`config.mk`:
```
export PLATFORM = sky130hd
export DESIGN_NAME = key_watchdog
export DESIGN_NICKNAME = d
export VERILOG_FILES = /design/src/rtl/wdog_pkg.sv /design/src/rtl/wdog_div_stage.sv /design/src/rtl/wdog_key_seq.sv /design/src/rtl/key_watchdog.sv
export SDC_FILE = /design/constraint.sdc
export NUM_CORES = 1
export LEC_CHECK = 0
export BUFFER_PORTS_ARGS = -buffer_cell sky130_fd_sc_hd__buf_2
export CAP_MARGIN = 30
export CORE_ASPECT_RATIO = 1.25
export CORE_MARGIN = 2
export CORE_UTILIZATION = 51
export CTS_CLUSTER_SIZE = 20
export DETAILED_ROUTE_END_ITERATION = 7
export GPL_TIMING_DRIVEN = 0
export PLACE_DENSITY_LB_ADDON = 0.1
export REMOVE_ABC_BUFFERS = 1
export SKIP_LAST_GASP = 1
export SYNTH_ARGS = -nofsm -noshare
export SYNTH_HDL_FRONTEND = slang
export SYNTH_HIERARCHICAL = 1
export SYNTH_SLANG_ARGS = --single-unit
```
`constraint.sdc`:
```
create_clock -name clk_i -period 2.5 [get_ports clk_i]
set_input_delay 0.375 -clock clk_i [delete_from_list [all_inputs] [get_ports clk_i]]
set_output_delay 0.375 -clock clk_i [all_outputs]
set_load 0.05 [all_outputs]
```
`src/rtl/wdog_pkg.sv`:
```
package wdog_pkg;
  localparam logic [7:0] KEY_ARM  = 8'h55;
  localparam logic [7:0] KEY_FIRE = 8'hAA;

  typedef enum logic {
    KEY_IDLE  = 1'b0,
    KEY_ARMED = 1'b1
  } key_state_e;
endpackage

```
`src/rtl/wdog_div_stage.sv`:
```
module wdog_div_stage #(
  parameter int unsigned LOG2 = 7
) (
  input  logic clk_i,
  input  logic rst_ni,
  input  logic clear_i,
  input  logic bypass_i,
  input  logic tick_i,
  output logic tick_o
);
  logic [LOG2-1:0] cnt_q;

  always_ff @(posedge clk_i or negedge rst_ni) begin
    if (!rst_ni)                  cnt_q <= '0;
    else if (clear_i)             cnt_q <= '0;
    else if (tick_i && !bypass_i) cnt_q <= cnt_q + LOG2'(1);
  end

  assign tick_o = bypass_i ? tick_i : (tick_i && (&cnt_q));
endmodule

```
`src/rtl/wdog_key_seq.sv`:
```
module wdog_key_seq
  import wdog_pkg::*;
(
  input  logic       clk_i,
  input  logic       rst_ni,
  input  logic       clear_i,
  input  logic       we_i,
  input  logic [7:0] data_i,
  output logic       done_o
);
  key_state_e st_q, st_d;

  always_comb begin
    st_d   = st_q;
    done_o = 1'b0;
    if (we_i) begin
      if (data_i == KEY_ARM) begin
        st_d = KEY_ARMED;
      end else if (data_i == KEY_FIRE && st_q == KEY_ARMED) begin
        done_o = 1'b1;
        st_d   = KEY_IDLE;
      end else begin
        st_d = KEY_IDLE;
      end
    end
  end

  always_ff @(posedge clk_i or negedge rst_ni) begin
    if (!rst_ni)      st_q <= KEY_IDLE;
    else if (clear_i) st_q <= KEY_IDLE;
    else              st_q <= st_d;
  end
endmodule

```
`src/rtl/key_watchdog.sv`:
```
module key_watchdog
  import wdog_pkg::*;
#(
  parameter int unsigned FAST_DIV_LOG2    = 7,
  parameter int unsigned PRESCALE_LOG2    = 9,
  parameter int unsigned PERIOD_BASE_LOG2 = 9,
  parameter int unsigned PERIOD_STEP_LOG2 = 2,
  parameter bit          ENABLE_RST       = 1'b1,
  localparam int unsigned COUNT_W = PERIOD_BASE_LOG2 + 3 * PERIOD_STEP_LOG2
) (
  input  logic               clk_i,
  input  logic               rst_ni,
  input  logic               ref_tick_i,
  input  logic               fast_ref_i,
  input  logic               synth_mode_i,
  input  logic               ctrl_we_i,
  input  logic               ctrl_en_i,
  input  logic               ctrl_swp_i,
  input  logic [1:0]         ctrl_swt_i,
  input  logic               svc_we_i,
  input  logic [7:0]         svc_data_i,
  output logic               rst_req_o,
  output logic [COUNT_W-1:0] count_o
);
  logic               boot_q;
  logic               en_q, swp_q, act_swp_q;
  logic [1:0]         swt_q, act_swt_q;
  logic [COUNT_W-1:0] cnt_q, limit_m1;
  logic               rst_req_q;
  logic               tick_ref, tick_fast, tick_cnt;
  logic               key_done, restart, timeout, clear_all;

  // load cycle suppresses counting
  assign tick_ref = ref_tick_i & en_q & ~boot_q;

  wdog_div_stage #(.LOG2(FAST_DIV_LOG2)) i_fast_div (
    .clk_i, .rst_ni,
    .clear_i (clear_all),
    .bypass_i(~fast_ref_i),
    .tick_i  (tick_ref),
    .tick_o  (tick_fast)
  );

  wdog_div_stage #(.LOG2(PRESCALE_LOG2)) i_pre_div (
    .clk_i, .rst_ni,
    .clear_i (clear_all),
    .bypass_i(~act_swp_q),
    .tick_i  (tick_fast),
    .tick_o  (tick_cnt)
  );

  wdog_key_seq i_key (
    .clk_i, .rst_ni,
    .clear_i(timeout | boot_q),
    .we_i   (svc_we_i),
    .data_i (svc_data_i),
    .done_o (key_done)
  );

  always_comb begin
    limit_m1 = '0;
    for (int s = 0; s < 4; s++) begin
      if (act_swt_q == 2'(s))
        limit_m1 = COUNT_W'((64'd1 << (PERIOD_BASE_LOG2 + PERIOD_STEP_LOG2 * s)) - 64'd1);
    end
  end

  // >= so a limit lowered while disabled still expires
  assign timeout   = tick_cnt & (cnt_q >= limit_m1);
  assign restart   = key_done & ~timeout & ~boot_q;
  assign clear_all = timeout | restart | boot_q;

  always_ff @(posedge clk_i or negedge rst_ni) begin
    if (!rst_ni) begin
      boot_q    <= 1'b1;
      en_q      <= ENABLE_RST;
      swp_q     <= 1'b0;
      swt_q     <= '0;
      act_swp_q <= 1'b0;
      act_swt_q <= '0;
    end else if (boot_q) begin
      boot_q    <= 1'b0;
      en_q      <= ENABLE_RST;
      swp_q     <= synth_mode_i;
      swt_q     <= '0;
      act_swp_q <= synth_mode_i;
      act_swt_q <= '0;
    end else if (timeout) begin
      boot_q    <= 1'b1;
    end else begin
      if (ctrl_we_i) begin
        en_q  <= ctrl_en_i;
        swp_q <= ctrl_swp_i;
        swt_q <= ctrl_swt_i;
      end
      if (restart || !en_q) begin
        act_swp_q <= swp_q;
        act_swt_q <= swt_q;
      end
    end
  end

  always_ff @(posedge clk_i or negedge rst_ni) begin
    if (!rst_ni) begin
      cnt_q     <= '0;
      rst_req_q <= 1'b0;
    end else begin
      rst_req_q <= timeout;
      if (clear_all)     cnt_q <= '0;
      else if (tick_cnt) cnt_q <= cnt_q + COUNT_W'(1);
    end
  end

  assign rst_req_o = rst_req_q;
  assign count_o   = cnt_q;
endmodule

```
==> flow_metrics.tcl, run 1 <==
set metrics [dict create \
    synth_area_leaders "dfrtp_1, ha_1, nor2_1" \
    worstPathArrival_ns 2.55 \
    outcome "complete, no violations" \
    global_route.peak_usage_layer "met2" \
    p_comb_frac 0.272 \
    wl_per_cell_um 13.7 \
    drt_iter0_markers 31 \
    fillCellCount 389 \
    drt_wl_total_mm 4.68 \
    maxCapViolCount 0 \
    antenna_found_initial 0 \
    fmax_mhz 422 \
    synth_cells 240 \
    grt_pass1_wl_mm 8.14 \
    synth.avg_cell_area_um2 9.81 \
    grt_pass1_vias 1848 \
    crit_required_ns 2.68 \
    drive_gt1_frac 0.229 \
    cts_sinks 41 \
    synth_seq_cells 41 \
    netlist.area_leader.share 0.415 \
    clock_latency_ns 0.29 \
    fin_area_um2 2760 \
    pwr-share-seq 0.499 \
    p_sw_mw 0.655 \
    slew_viol_final 0 \
    peakVddDrop_mv 0.362 \
    synth_ff_type "dfrtp_1" \
    grt_max_degree 42 \
    grt_util_all_layers 0.198 \
    overflow 0 \
    path_clk_slew_ns 0.08 \
    core-area_um2 4430 \
    grt_util_met1 0.257 \
    vias 1902 \
    ys_seq_area_frac 0.437 \
    p_int_mw 1.16 \
    ys_types 50 \
    pin_count 35 \
    stdcell_count 342 \
    synth_warnings 6 \
    areaGrowthSynthToFinish_pct 17.1 \
    gp_congestion 0.768 \
    setup-tns-final_ns 0 \
    path_max_fanout 7 \
    cp_slowest_stage_delay_ns 0.58 \
    rows 27 \
    route.antenna.remaining_nets 0 \
    slew-limit-headroom 0.395 \
    p_per_area_nw_per_um2 659 \
    io_buffers 34 \
    dpl-instance-area_um2 2580 \
    fin_crit_sh 0.949 \
    p_leak_nw 1.27 \
    min_path_type "input pin to async pin" \
    dieArea_um2 5180 \
    dpl.cell_count 328 \
    synth_edf_count 0 \
    clock_path_buffers 2 \
    hold_viol_final 0 \
    tightest_slew_ns 0.908 \
    async_reset_ff_frac 1.00 \
    period_needed_ns 2.37 \
    hpwl_mm 3.31 \
    worstSetupPathType "flop to flop" \
    clock_tree.root_cell "clkbuf_8" \
    vias_per_cell 5.56 \
    critPathCaptureType "flop" \
    drtPass1Iterations 4 \
    cts.hold.buffers_added 0 \
    switching_share 0.361 \
    grt_setup_unrepaired "yes" \
    slowest_stage "dfstp_2" \
    setup_viol 0 \
    cts_tree "yes" \
    final_common_cell "dfrtp_1" \
    dieWidth_um 64.8 \
    synth_largest_area_cell "dfrtp_1" \
    final_util 0.623 \
    die_h_um 80.0 \
    start_util 0.532 \
    met3_usage 0.0339 \
    cts_buffers 5 \
    antenna_cells 0 \
    drc 0 \
    cp-start-kind "flop" \
    synth_area_um2 2350 \
    dp_slack_ns -0.340 \
    fin_nets 311 \
    clock_skew_ns 0.00819 \
    p_clk_frac 0.230 \
    worstPathCellList "nand2_1, nor2_4, o21a_1, o21a_4, nand3_1, a21o_2, o21a_2, nand2b_1, nor2b_1, a32o_1" \
    setup_ws_ns 0.128 \
    use_met2 0.341 \
    mostFrequentLayoutCells "dfrtp_1, buf_2, nor2_1" \
    cts-htree-levels 2 \
]
## through the flow
stage                     total power, mW  hold WS, ns
after floorplan                      1.25       0.0794
after global placement               1.36        0.477
after detailed placement             1.38        0.496
after CTS                            1.83        0.240
after global routing                 1.94        0.291
final                                1.82        0.213
## worst max-delay path: cells and delay by family (launching register included)
kind               cells  cell delay, ns
DFF                    1            0.58
and+or+nand+nor        5            0.50
AOI/OAI and AO/OA      5            1.17
## power groups by stage
stage,Sequential [mW],Combinational (mW),Clock (mW)
6_report,0.905,0.493,0.417
5_1_grt,0.927,0.558,0.457
4_1_cts,0.905,0.497,0.430
3_5_place_dp,0.927,0.457,0
3_3_place_gp,0.920,0.444,0
2_1_floorplan,1.00,0.249,0
## timing repair
item	CTS	global route
endpoints found under the hold margin	0	0
resized for setup	6	2
cloned	0	1
buffers inserted	3	2
pin swaps	1	2
endpoints found under the setup margin	30	24
## cells in the mapped netlist (all sizes together) (2+ instances only)
| library cell | count |
|---|---|
| o211ai | 2 |
| nor4 | 4 |
| xor2 | 6 |
| clkbuf | 2 |
| nand2 | 16 |
| o31ai | 3 |
| nand3 | 8 |
| dfstp | 2 |
| nand4b | 2 |
| or2 | 2 |
| nor2b | 2 |
| a21oi | 18 |
| nand3b | 4 |
| o21a | 3 |
| nor3 | 3 |
| nand2b | 10 |
| or4 | 2 |
| nand4 | 7 |
| inv | 9 |
| or3 | 10 |
| mux2i | 10 |
| dfrtp | 39 |
| o21ai | 8 |
| buf | 3 |
| nor2 | 30 |
| ha | 9 |
| xnor2 | 9 |
| nor4bb | 2 |
## registers in the layout, summed over array words and instances, names as in the netlist
register          count
i_key/st_q            1
rst_req_o             1
i_fast_div/cnt_q      7
count_o              15
swp_q                 1
en_q                  1
boot_q                1
i_pre_div/cnt_q       9
act_swp_q             1
swt_q                 2
act_swt_q             2
## cell type report
| class | count | area (um2) | share of cell area |
|---|---|---|---|
| Multi-Input combinational cell | 185 | 1290 | 0.468 |
| Sequential cell | 41 | 1030 | 0.373 |
| Timing Repair Buffer | 41 | 248 | 0.0899 |
| Clock buffer | 6 | 72.6 | 0.0263 |
| Tap cell | 58 | 72.6 | 0.0263 |
| Inverter | 9 | 33.8 | 0.0123 |
| Clock inverter | 2 | 10.0 | 0.00363 |
## metal layers
| layer | vias to the layer above | wire length [um] |
|---|---|---|
| met5 | - | 0 |
| met4 | 0 | 51 |
| met3 | 6 | 104 |
| met2 | 22 | 2300 |
| met1 | 911 | 2220 |
| li1 | 963 | - |
## kinds of logic (layout without fill, tap and decap cells)
logic type,count (synthesis),after routing,share of synthesized area
and+or+nand+nor,104,104,0.246
AOI/OAI and AO/OA,47,47,0.144
DFF,41,41,0.437
xor gates and xnor gates,15,15,0.0558
buffers and inverters,14,58,0.0271
muxes,10,10,0.0425
adders and majority gates,9,9,0.0478
## worst paths after layout
check	startpoint	endpoint	slack [ns]	cells past startpoint
setup reg to reg	en_q	i_key/st_q	0.13	10
setup / recovery	en_q	i_key/st_q	0.13	10
max in group asynchronous	rst_ni	i_pre_div/cnt_q[3]	1.72	1
hold / removal	rst_ni	count_o[5]	0.21	1
hold reg to reg	i_key/st_q	i_key/st_q	0.51	1
min in group clk_i	ctrl_en_i	en_q	0.33	3
(Power assumes the default switching activity.)
==> run 2: changes to the inputs <==
--- a/config.mk
+++ b/config.mk
@@ -5,11 +5,13 @@
 export SDC_FILE = /design/constraint.sdc
 export NUM_CORES = 1
 export LEC_CHECK = 0
+export ABC_CLOCK_PERIOD_IN_PS = 2500
 export BUFFER_PORTS_ARGS = -buffer_cell sky130_fd_sc_hd__buf_2
 export CAP_MARGIN = 30
 export CORE_ASPECT_RATIO = 1.25
 export CORE_MARGIN = 2
 export CORE_UTILIZATION = 51
+export CTS_BUF_LIST = sky130_fd_sc_hd__clkbuf_16
 export CTS_CLUSTER_SIZE = 20
 export DETAILED_ROUTE_END_ITERATION = 7
 export GPL_TIMING_DRIVEN = 0
==> run 2 against run 1 <==
Combinational power rose by 2%. Critical path type unchanged. Register-to-register slack better by 0.03 ns. Via count is 0.47% lower. Wire length grew 0.56%.
==> flow_metrics.tcl, run 2 (same netlist as run 1, synthesis figures left out) <==
set metrics [dict create \
    outcome "complete, no violations" \
    clock_latency_ns 0.28 \
    slew_viol_final 0 \
    p_comb_frac 0.249 \
    p_int_mw 1.34 \
    hpwl_mm 3.31 \
    min_path_type "input pin to async pin" \
    drtPass1Iterations 4 \
    crit_required_ns 2.66 \
    antenna_cells 0 \
    cts-htree-levels 2 \
    p_total_mw 2.03 \
    p_clk_frac 0.299 \
    fmax_mhz 427 \
    overflow 0 \
    clock_path_buffers 2 \
    vias 1893 \
    dp_slack_ns -0.340 \
    dieArea_um2 5180 \
    slew-limit-headroom 0.397 \
    path_max_fanout 7 \
    pwr-share-seq 0.452 \
    hold_viol_final 0 \
    pin_count 35 \
    die_h_um 80.0 \
    switching_share 0.339 \
    route.antenna.remaining_nets 0 \
    p_leak_nw 1.30 \
    grt_pass1_wl_mm 8.21 \
    drt_wl_total_mm 4.70 \
    p_sw_mw 0.687 \
    maxCapViolCount 0 \
    path_clk_slew_ns 0.06 \
    drc 0 \
    cp-start-kind "flop" \
    drive_gt1_frac 0.225 \
    cts_tree "yes" \
    tightest_slew_ns 0.905 \
    worstSetupPathType "flop to flop" \
    final_common_cell "dfrtp_1" \
    vias_per_cell 5.54 \
    largest_register_ff_count 15 \
    grt_util_all_layers 0.203 \
    dieWidth_um 64.8 \
    p_per_area_nw_per_um2 722 \
    grt_pass1_vias 1866 \
    fin_crit_sh 0.936 \
    cts_buffers 5 \
    grt_max_degree 42 \
    critPathCaptureType "flop" \
    core-area_um2 4430 \
    io_buffers 34 \
    clock_skew_ns 0.00514 \
    cts.hold.buffers_added 0 \
    antenna_found_initial 0 \
    setup_viol 0 \
    wl_per_cell_um 13.7 \
    gp_congestion 0.768 \
    clock_tree.root_cell "clkbuf_16" \
    worstPathArrival_ns 2.50 \
    period_needed_ns 2.34 \
    start_util 0.532 \
    fin_nets 311 \
    drt_iter0_markers 69 \
    areaGrowthSynthToFinish_pct 19.4 \
    peakVddDrop_mv 0.364 \
    setup_ws_ns 0.161 \
    cts_sinks 41 \
    rows 27 \
    mostFrequentLayoutCells "dfrtp_1, buf_2, nor2_1" \
]
run 2: changes by cell type in the layout (fill, tap and decap cells not counted):
cell	previous run	this run
buf_4	5	6
a21o_2	1	0
clkbuf_16	1	5
clkbuf_1	1	0
ha_2	1	0
ha_4	0	1
clkbuf_8	5	0
a21o_4	0	1
o21a_2	1	0
o21a_1	1	2
inv_1	9	10
run 2: power groups by stage:
stage / registers [mW] / logic [mW] / clock network [mW]
4_1_cts: 0.911 / 0.481 / 0.623
2_1_floorplan: 1.00 / 0.249 / 0
3_5_place_dp: 0.927 / 0.457 / 0
6_report: 0.916 / 0.504 / 0.606
3_3_place_gp: 0.920 / 0.444 / 0
5_1_grt: 0.937 / 0.570 / 0.650
run 2: metrics by stage:
| step | hold slack, ns | utilization | TNS (ns) | cells | instance area, um2 |
|---|---|---|---|---|---|
| after global routing | 0.311 | 0.635 | -0.00714 | 342 | 2810 |
| after floorplan | 0.0794 | - | 0 | 235 | 2320 |
| final | 0.228 | 0.635 | 0 | 342 | 2810 |
| after global placement | 0.477 | 0.580 | -17.10 | 327 | 2570 |
| after CTS | 0.256 | 0.626 | 0 | 339 | 2770 |
| after detailed placement | 0.496 | 0.583 | -7.55 | 328 | 2580 |
run 2: repair_timing:
action                                  4_1_cts  5_1_grt
resized for setup                             6        3
buffers inserted                              3        3
pin swaps                                     2        3
hold endpoints to repair                      0        0
endpoints found under the setup margin       30       29
run 2: critical path, stage by stage, from the launching register on:
cell	delay [ns]
dfstp_2	0.57
nand2_1	0.09
nor2_4	0.16
o21a_1	0.22
o21a_4	0.19
nand3_1	0.12
o32a_1	0.34
o21a_1	0.14
nand2b_1	0.10
nor2b_1	0.05
a32o_1	0.25
run 2: cell type report:
cell class              instances  area (um2)
fillers                       388        1620
multi-input cells             185        1310
flip-flops and latches         41        1030
repair buffers                 41         230
clock buffers                   5         125
well taps                      58        72.6
inverters                       9        33.8
clock inverters                 3        13.8
run 2: routing by layer:
metal,vias to the layer above,global-route usage,share of wire
met5,-,0,0
met4,0,0.0617,0.013
met1,900,0.261,0.47
met2,25,0.343,0.49
li1,962,-,-
met3,6,0.0381,0.023
run 2: worst paths after layout:
path                            start            endpoint  slack (ns)  cells after the start
max                              en_q          i_key/st_q        0.16                     10
min                            rst_ni          count_o[2]        0.23                      1
max reg2reg                      en_q          i_key/st_q        0.16                     10
min reg2reg                i_key/st_q          i_key/st_q        0.51                      1
max in group asynchronous      rst_ni  i_pre_div/cnt_q[3]        1.71                      1
min in group clk_i          ctrl_en_i                en_q        0.34                      3
